File: config.mk
export PLATFORM = sky130hd
export DESIGN_NAME = irq_vector_ctrl
export DESIGN_NICKNAME = d
export VERILOG_FILES = /design/src/rtl/irq_pkg.sv /design/src/rtl/irq_edge_grp.sv /design/src/rtl/irq_arbiter.sv /design/src/rtl/irq_vector_ctrl.sv
export SDC_FILE = /design/constraint.sdc
export NUM_CORES = 1
export LEC_CHECK = 0
export ABC_AREA = 1
export BUFFER_PORTS_ARGS = -buffer_cell sky130_fd_sc_hd__buf_2
export CORE_MARGIN = 5
export CORE_UTILIZATION = 57
export CTS_CLUSTER_SIZE = 20
export DETAILED_ROUTE_END_ITERATION = 16
export PLACE_DENSITY = 0.87
export SKIP_LAST_GASP = 1
export SLEW_MARGIN = 25
export SYNTH_ARGS = -nofsm -noshare
export SYNTH_HDL_FRONTEND = slang
export SYNTH_HIERARCHICAL = 1
export SYNTH_SLANG_ARGS = --single-unit
File: constraint.sdc
create_clock -name clk -period 1.7 [get_ports clk]
set_input_delay 0.51 -clock clk [delete_from_list [all_inputs] [get_ports clk]]
set_output_delay 0.51 -clock clk [all_outputs]
set_load 0.005 [all_outputs]
File: src/rtl/irq_pkg.sv
package irq_pkg;
  localparam int NUM_VEC = 5;
  localparam int VEC_W   = $clog2(NUM_VEC);

  typedef enum logic [VEC_W-1:0] {
    VEC_NMI = 3'd0,
    VEC_PA  = 3'd1,
    VEC_PB  = 3'd2,
    VEC_TMR = 3'd3,
    VEC_ADC = 3'd4
  } vec_e;

  typedef struct packed {
    logic gen;
    logic pa_rise;
    logic pb_rise;
  } opt_t;
endpackage

File: src/rtl/irq_edge_grp.sv
module irq_edge_grp #(
  parameter int W      = 4,
  parameter int STAGES = 2
) (
  input  logic         clk,
  input  logic         rst_n,
  input  logic [W-1:0] pins,
  input  logic         rise_sel,
  output logic         evt
);
  logic [STAGES-1:0][W-1:0] stg_q, stg_d;
  logic [W-1:0] prev_q, prev_d, synced, hits;

  always_comb begin
    stg_d[0] = pins;
    for (int k = 1; k < STAGES; k++) stg_d[k] = stg_q[k-1];
  end

  assign synced = stg_q[STAGES-1];
  assign prev_d = synced;

  always_ff @(posedge clk or negedge rst_n) begin
    if (!rst_n) begin
      stg_q  <= '0;
      prev_q <= '0;
    end else begin
      stg_q  <= stg_d;
      prev_q <= prev_d;
    end
  end

  always_comb begin
    if (rise_sel) hits = synced & ~prev_q;
    else          hits = ~synced & prev_q;
  end
  assign evt = |hits;

  // an event needs a pin whose synchronized level just changed
  p_evt_needs_change_r6: assert property (@(posedge clk) disable iff (!rst_n)
    evt |-> (synced != prev_q));
endmodule

File: src/rtl/irq_arbiter.sv
module irq_arbiter #(
  parameter int N  = 5,
  parameter int VW = 3
) (
  input  logic [N-1:0]  pend,
  output logic          grant_vld,
  output logic [VW-1:0] grant_idx
);
  always_comb begin
    grant_vld = 1'b0;
    grant_idx = '0;
    for (int i = N - 1; i >= 0; i--) begin
      if (pend[i]) begin
        grant_vld = 1'b1;
        grant_idx = VW'(i);
      end
    end
  end

  always_comb begin
    if (grant_vld) begin
      p_grant_pending_r5: assert (pend[grant_idx]);
    end
  end
endmodule

File: src/rtl/irq_vector_ctrl.sv
module irq_vector_ctrl
  import irq_pkg::*;
#(
  parameter int PA_W        = 4,
  parameter int PB_W        = 8,
  parameter int SYNC_STAGES = 2
) (
  input  logic             clk,
  input  logic             rst_n,
  input  logic             nmi_pin,
  input  logic [PA_W-1:0]  pa_pins,
  input  logic [PB_W-1:0]  pb_pins,
  input  logic             tmr_flag,
  input  logic             tmr_en,
  input  logic             adc_done,
  input  logic             adc_en,
  input  logic             opt_we,
  input  logic             opt_gen,
  input  logic             opt_pa_rise,
  input  logic             opt_pb_rise,
  input  logic             cpu_ack,
  input  logic [VEC_W-1:0] cpu_ack_vec,
  output logic             irq_req,
  output logic [VEC_W-1:0] irq_vec,
  output logic             wake
);
  localparam int NUM_PIN_SRC = 3;

  opt_t opt_q, opt_d;
  logic [NUM_PIN_SRC-1:0] pin_evt, lat_q, lat_d, ack_hit;
  logic tmr_req, adc_req;
  logic [NUM_VEC-1:0] pend;

  // option register
  always_comb begin
    opt_d = opt_q;
    if (opt_we) opt_d = '{gen: opt_gen, pa_rise: opt_pa_rise, pb_rise: opt_pb_rise};
  end

  always_ff @(posedge clk or negedge rst_n) begin
    if (!rst_n) opt_q <= '0;
    else        opt_q <= opt_d;
  end

  // edge capture per pin source
  irq_edge_grp #(.W(1), .STAGES(SYNC_STAGES)) u_nmi (
    .clk(clk), .rst_n(rst_n), .pins(nmi_pin), .rise_sel(1'b0), .evt(pin_evt[VEC_NMI]));
  irq_edge_grp #(.W(PA_W), .STAGES(SYNC_STAGES)) u_pa (
    .clk(clk), .rst_n(rst_n), .pins(pa_pins), .rise_sel(opt_q.pa_rise), .evt(pin_evt[VEC_PA]));
  irq_edge_grp #(.W(PB_W), .STAGES(SYNC_STAGES)) u_pb (
    .clk(clk), .rst_n(rst_n), .pins(pb_pins), .rise_sel(opt_q.pb_rise), .evt(pin_evt[VEC_PB]));

  // pending latches: a new event wins over a same-cycle acknowledge
  for (genvar g = 0; g < NUM_PIN_SRC; g++) begin : g_lat
    assign ack_hit[g] = cpu_ack && (cpu_ack_vec == VEC_W'(g));
    assign lat_d[g]   = pin_evt[g] | (lat_q[g] & ~ack_hit[g]);
  end

  always_ff @(posedge clk or negedge rst_n) begin
    if (!rst_n) lat_q <= '0;
    else        lat_q <= lat_d;
  end

  // peripheral level requests
  assign tmr_req = tmr_flag & tmr_en;
  assign adc_req = adc_done & adc_en;

  always_comb begin
    pend           = '0;
    pend[VEC_NMI]  = lat_q[VEC_NMI];
    pend[VEC_PA]   = lat_q[VEC_PA] & opt_q.gen;
    pend[VEC_PB]   = lat_q[VEC_PB] & opt_q.gen;
    pend[VEC_TMR]  = tmr_req & opt_q.gen;
    pend[VEC_ADC]  = adc_req & opt_q.gen;
  end

  irq_arbiter #(.N(NUM_VEC), .VW(VEC_W)) u_arb (
    .pend(pend), .grant_vld(irq_req), .grant_idx(irq_vec));

  assign wake = (|lat_q) | tmr_req | adc_req;

  // masked maskable sources never request
  p_gen_masks_r2: assert property (@(posedge clk) disable iff (!rst_n)
    (!opt_q.gen && !lat_q[VEC_NMI]) |-> !irq_req);
  // a port A latch holds until its own acknowledge
  p_pa_holds_r3: assert property (@(posedge clk) disable iff (!rst_n)
    (lat_q[VEC_PA] && !(cpu_ack && cpu_ack_vec == VEC_PA)) |=> lat_q[VEC_PA]);
  // an acknowledge without a new event clears the port B latch
  p_ack_clears_r4: assert property (@(posedge clk) disable iff (!rst_n)
    (cpu_ack && cpu_ack_vec == VEC_PB && !pin_evt[VEC_PB]) |=> !lat_q[VEC_PB]);
  // a pending non-maskable latch always owns the output
  p_nmi_first_r5: assert property (@(posedge clk) disable iff (!rst_n)
    lat_q[VEC_NMI] |-> (irq_req && irq_vec == VEC_NMI));
  // any request implies wake
  p_req_wakes_r9: assert property (@(posedge clk) disable iff (!rst_n)
    irq_req |-> wake);
  // the option register changes only on a write
  p_opt_stable_r12: assert property (@(posedge clk) disable iff (!rst_n)
    !opt_we |=> $stable(opt_q));
endmodule

After elaboration in Yosys (flattened, before gate mapping)
Index checks and enable logic that the tools add are counted.
{"block": "op_classes", "eq_ne": 2, "muxes": 12, "bitwise_logic": 27, "n_reduce_logical": 7}
{"cell": "$and A8 B8 Y8", "n": 2}
{"cell": "$not A8 Y8", "n": 2}
{"cell": "$mux W3", "n": 5}
{"cell": "$and A1 B1 Y1", "n": 10}
{"cell": "$and A4 B4 Y4", "n": 2}
{"cell": "$mux W8", "n": 1}
{"cell": "$not A4 Y4", "n": 2}
{"cell": "$reduce_or A8 Y1", "n": 1}
{"cell": "$mux W1", "n": 5}
{"cell": "$or A1 B1 Y1", "n": 5}
{"cell": "$mux W4", "n": 1}
{"cell": "$not A1 Y1", "n": 4}
{"cell": "$reduce_or A4 Y1", "n": 1}
{"cell": "$eq A3 B1 Y1 const B", "n": 1}
{"cell": "$eq A3 B2 Y1 const B", "n": 1}
{"cell": "$logic_and A1 B1 Y1", "n": 3}
{"cell": "$logic_not A3 Y1", "n": 1}
{"cell": "$reduce_or A3 Y1", "n": 1}
{"block": "totals", "ff_bits": 45, "in_bits": 27, "out_inout_bits": 5}

Longest topological paths before layout
{"block": "logic_depth", "ltp_word": 7, "ltp_mapped": 9, "ltp_nobuf": 9}

Cells and area by module
The synthesis kept the hierarchy.
{"module": "irq_edge_grp (u_pb)", "n_inst": 1, "cells_each": 66, "area_each_um2": 763.2, "seq_area_each_um2": 600.6}
{"module": "irq_edge_grp (u_pa)", "n_inst": 1, "cells_each": 33, "area_each_um2": 396.6, "seq_area_each_um2": 300.3}
{"module": "irq_vector_ctrl", "n_inst": 1, "cells_each": 45, "area_each_um2": 305.3, "seq_area_each_um2": 150.1}
{"module": "irq_edge_grp (u_nmi)", "n_inst": 1, "cells_each": 9, "area_each_um2": 100.1, "seq_area_each_um2": 75.1}
{"module": "irq_arbiter", "n_inst": 1, "cells_each": 11, "area_each_um2": 53.8, "seq_area_each_um2": 0.0}

Worst setup path after synthesis
No wires, ideal clock.
{"block": "synth_path", "path_type": "input-to-output", "startpoint": "input tmr_flag", "endpoint": "output irq_vec[0]", "arrival_ns": 0.902, "required_time_ns": 1.190, "setup_slack_ns": 0.288, "stages": 4, "n_path_buf": 0, "path_cell_list": "nand2_1 -> nor2_1 -> nand2_1 -> a21oi_1"}
{"block": "synth_via", "elab_chain_cells": 6}
{"item": "from (decl)", "line_no": "irq_vector_ctrl.sv:13", "rtl": "input logic tmr_flag,"}
{"item": "$and A1 B1 Y1", "line_no": "irq_vector_ctrl.sv:65", "rtl": "assign tmr_req = tmr_flag & tmr_en;"}
{"item": "$and A1 B1 Y1", "line_no": "irq_vector_ctrl.sv:73", "rtl": "pend[VEC_TMR] = tmr_req & opt_q.gen;"}
{"item": "named net pend[3]", "line_no": "irq_vector_ctrl.sv:32", "rtl": "logic [NUM_VEC-1:0] pend;"}
{"item": "$mux W3 (4 in series)", "line_no": "irq_arbiter.sv:13", "rtl": "if (pend[i]) begin"}
{"item": "to (decl)", "line_no": "irq_vector_ctrl.sv:24", "rtl": "output logic [VEC_W-1:0] irq_vec,"}
The timed path passes the listed nets, and every way through them passes these cells.

Final worst setup path
{"block": "layout_path", "startpoint": "register opt_q[2] (netlist bit)", "endpoint": "output irq_vec[1]"}
{"block": "layout_via", "elab_chain_cells": 5, "elab_cells_between_ends": 7, "classes_between": "4 x mux; 3 x bitwise"}
{"item": "from (decl)", "line_no": "irq_vector_ctrl.sv:29", "rtl": "opt_t opt_q, opt_d;"}
{"item": "from (signal assigned)", "line_no": "irq_vector_ctrl.sv:42", "rtl": "else opt_q <= opt_d;"}
{"item": "$and A1 B1 Y1", "line_no": "irq_vector_ctrl.sv:73"}
{"item": "named net pend[3]", "line_no": "irq_vector_ctrl.sv:32"}
{"item": "$mux W3 (4 in series)", "line_no": "irq_arbiter.sv:13"}
The timed path passes the listed nets, and every way through them passes these cells.

==> metrics.md <==
| Metric | Value |
|---|---|
| Critical Path Sink | `irq_vec[1]` |
| Worst R2R Path Depth | `7` |
| First-pass GRT wire length | `4600 µm` |
| Routed WL | `2490 µm` |
| Cell taking the most area after synthesis | `dfrtp_1` |
| Most used cell, CP | `nor2_4` |
| Initial antenna violation count | `0` |
| Via/cell ratio | `4.67` |
| Reg-to-Reg Start | `opt_q[1]` |
| Top post-synthesis cells by area | `dfrtp_1 (70%), nand2_1 (10%), inv_1 (8.1%)` |
| RSZ-0062 raised after global routing | `yes` |
| RR Endpoint | `lat_q[1]` |
| Violated checks | `negative setup slack` |
| Final Skew | `0.00450 ns` |
| # hold bufs at CTS | `0` |
| Synth Register Bits | `45` |
| CP Max Fanout | `3` |
| Top-area cell type share of the netlist area | `0.696` |
| Worst Setup SP | `opt_q[2]` |
| Initial Util | `0.592` |
| Core area | `2730 µm²` |
| CP arrival | `1.30 ns` |
| Full die area | `4010 µm²` |
| Critical path's largest stage delay | `0.40 ns` |
| Yosys cell types | `12` |
| Status | `finished with violations` |
| Total CTS buffers | `5` |
| Area grow syn2layout | `19.1%` |
| Clock sinks | `45` |
| H-tree depth | `2` |
| Syn avg cell area | `9.87 µm²` |
| Initial DRC count | `61` |
| Setup violators final | `5` |
| IO Pins | `32` |
| CP required | `1.19 ns` |
| Largest delay share family, worst path | `flip-flops` |
| Peak supply drop | `989 µV` |
| Cell count along the critical path | `6` |
| Placed Cells | `228` |
| Post-synthesis sequential area ratio | `0.696` |
| Final core occ | `0.705` |
| Clock period minus worst slack | `1.81 ns` |
| Max cap viols | `0` |
| DRT antenna net count | `0` |
| Mapped Area | `1620 µm²` |
| Worst hold slack | `0.0713 ns` |
| Gr usage total | `0.145` |
| DP Worst Slack | `0.0408 ns` |
| Hold crit path type | `in2async` |
| Setup slack, reg-to-reg | `0.69 ns` |
| Clk buf depth | `2` |
| Die Ht | `63.3 µm` |
| PwrDens | `934 nW/µm²` |
| Final setup margin | `-0.112 ns` |
| Slowest stage cell, crit path | `dfrtp_1` |
| Yosys warns | `6` |
| Clock-pin slew on the worst setup and hold paths | `0.12 ns` |
| Clock latency on the worst-skew pair | `0.34 ns` |
| Hpwl dp | `1910 µm` |
| Die Wd | `63.3 µm` |
| Fraction of layout cells with a size suffix above 1 | `0.251` |
| Routed length per instance | `10.5 µm` |
| F_max | `552 MHz` |
| Final hold vios | `0` |
| Non-filler cells, final | `238` |
| Final Cycle Share | `1.07` |
| IO Port Bufs | `31` |
| Buf/Inv on CP | `3` |
| Critical-path cell list | `inv_2 > nor2_4 > nor2_4 > buf_4 > nor2_1 > buf_2` |
| Largest net degree at the start of global routing | `29` |
| Static leakage | `1.06 nW` |
| Clk root buf | `clkbuf_4` |
| Via count of the first global-routing pass | `1117` |
| Critical Setup Path Class | `reg2out` |
| Final Max Slew Viols | `0` |
| Row cnt | `19` |
| Via count | `1111` |
| Pre-Repair DR Iteration Count | `4` |
| # nets final | `233` |
| Worst setup SP type | `register` |
| Total power draw | `1.80 mW` |
| Post-Syn Instances | `164` |
| TritonCTS clock tree | `yes` |
| Antenna diodes | `0` |
| Placer Congestion | `0.830` |
| Overflow after GRT | `0` |
| Residual DRC | `0` |
| CP endpoint kind | `output pin` |
how the worst min path moves through the flow:
| stage | start | end | slack (ns) | cells after the start |
|---|---|---|---|---|
| 2_1_floorplan | rst_n | lat_q[0] | 0.21 | 0 |
| 3_5_place_dp | u_pa/stg_d[6] | u_pa/prev_d[2] | 0.33 | 0 |
| 5_1_grt | rst_n | u_pb/stg_d[10] | 0.08 | 1 |
| 6_report | rst_n | u_pb/stg_d[9] | 0.07 | 1 |
| 3_3_place_gp | u_pb/stg_d[12] | u_pb/prev_d[4] | 0.33 | 0 |
| 4_1_cts | rst_n | u_pb/stg_d[9] | 0.07 | 1 |
layer usage:
layer / up-vias / global-route usage / part of all wire
li1: 564 / - / -
met1: 501 / 0.163 / 0.39
met2: 39 / 0.247 / 0.50
met3: 7 / 0.0515 / 0.084
met4: 0 / 0.0623 / 0.027
met5: - / 0 / 0
cell type report:
class	instances	area [µm²]
multi-input cells	84	382
flip-flops and latches	45	1130
inverters	36	135
well taps	31	38.8
clock inverters	2	15.0
clock buffers	6	41.3
repair buffers	34	190
fillers	193	806
Yosys cell counts:
cell type	number
dfrtp_1	45
nand2_1	43
inv_1	35
nor2_1	14
nand3_1	10
o21ai_0	5
nand3b_1	4
nor2_2	4
a21oi_1	1
conb_1	1
inv_2	1
nor3_1	1
where the power goes:
group / internal, mW / total, mW / switching (mW) / leakage (nW)
clock network: 0.162 / 0.477 / 0.316 / 0.0245
registers: 1.13 / 1.16 / 0.0342 / 0.518
logic: 0.0705 / 0.163 / 0.0926 / 0.513
total: 1.36 / 1.80 / 0.442 / 1.06
through the flow:
stage | instance area, µm² | TNS, ns
global placement | 1840 | 0
floorplan | 1620 | 0
finish | 1930 | -0.281
CTS | 1910 | -0.295
detailed placement | 1840 | 0
global route | 1930 | -0.807
cells by family (layout without fill, tap and decap cells):
logic type	Yosys count	count (layout)	share of synthesized area
flip-flops	45	45	0.696
AO/OA/AOI/OAI	6	6	0.0185
other	1	2	0.00232
buffers and inverters	36	78	0.0835
AND/OR/NAND/NOR	76	76	0.200
what timing repair did:
action / in CTS / in global routing
pin swaps: 3 / 3
setup endpoints to repair: 5 / 5
gates resized for setup: 7 / 1
setup buffers: 0 / 2
worst reg2reg max path: cells and delay by family (launching register included):
kind                   cells  cell delay [ns]
buffers and inverters      2             0.13
DFF                        1             0.47
and+or+nand+nor            5             0.30
registers in the layout (all words and copies together), names as in the netlist:
register / count
u_pa/stg_d: 4
u_pb/stg_d: 8
u_pa/prev_d: 4
opt_q: 3
u_pb/prev_q: 8
u_pa/prev_q: 4
u_nmi/prev_d: 1
u_pb/prev_d: 8
u_nmi/prev_q: 1
lat_q: 3
u_nmi/stg_d: 1
cells in the final DEF, fill, tap and decap left out, types with 3 or more instances in the layout:
| master | n |
|---|---|
| nand3_1 | 10 |
| dfrtp_1 | 45 |
| nor2_2 | 3 |
| inv_2 | 4 |
| nand3b_1 | 4 |
| nand2_1 | 42 |
| o21ai_0 | 5 |
| clkbuf_4 | 5 |
| buf_2 | 31 |
| inv_1 | 32 |
| nor2_1 | 13 |
No activity file was read; power rests on OpenSTA's default activity.
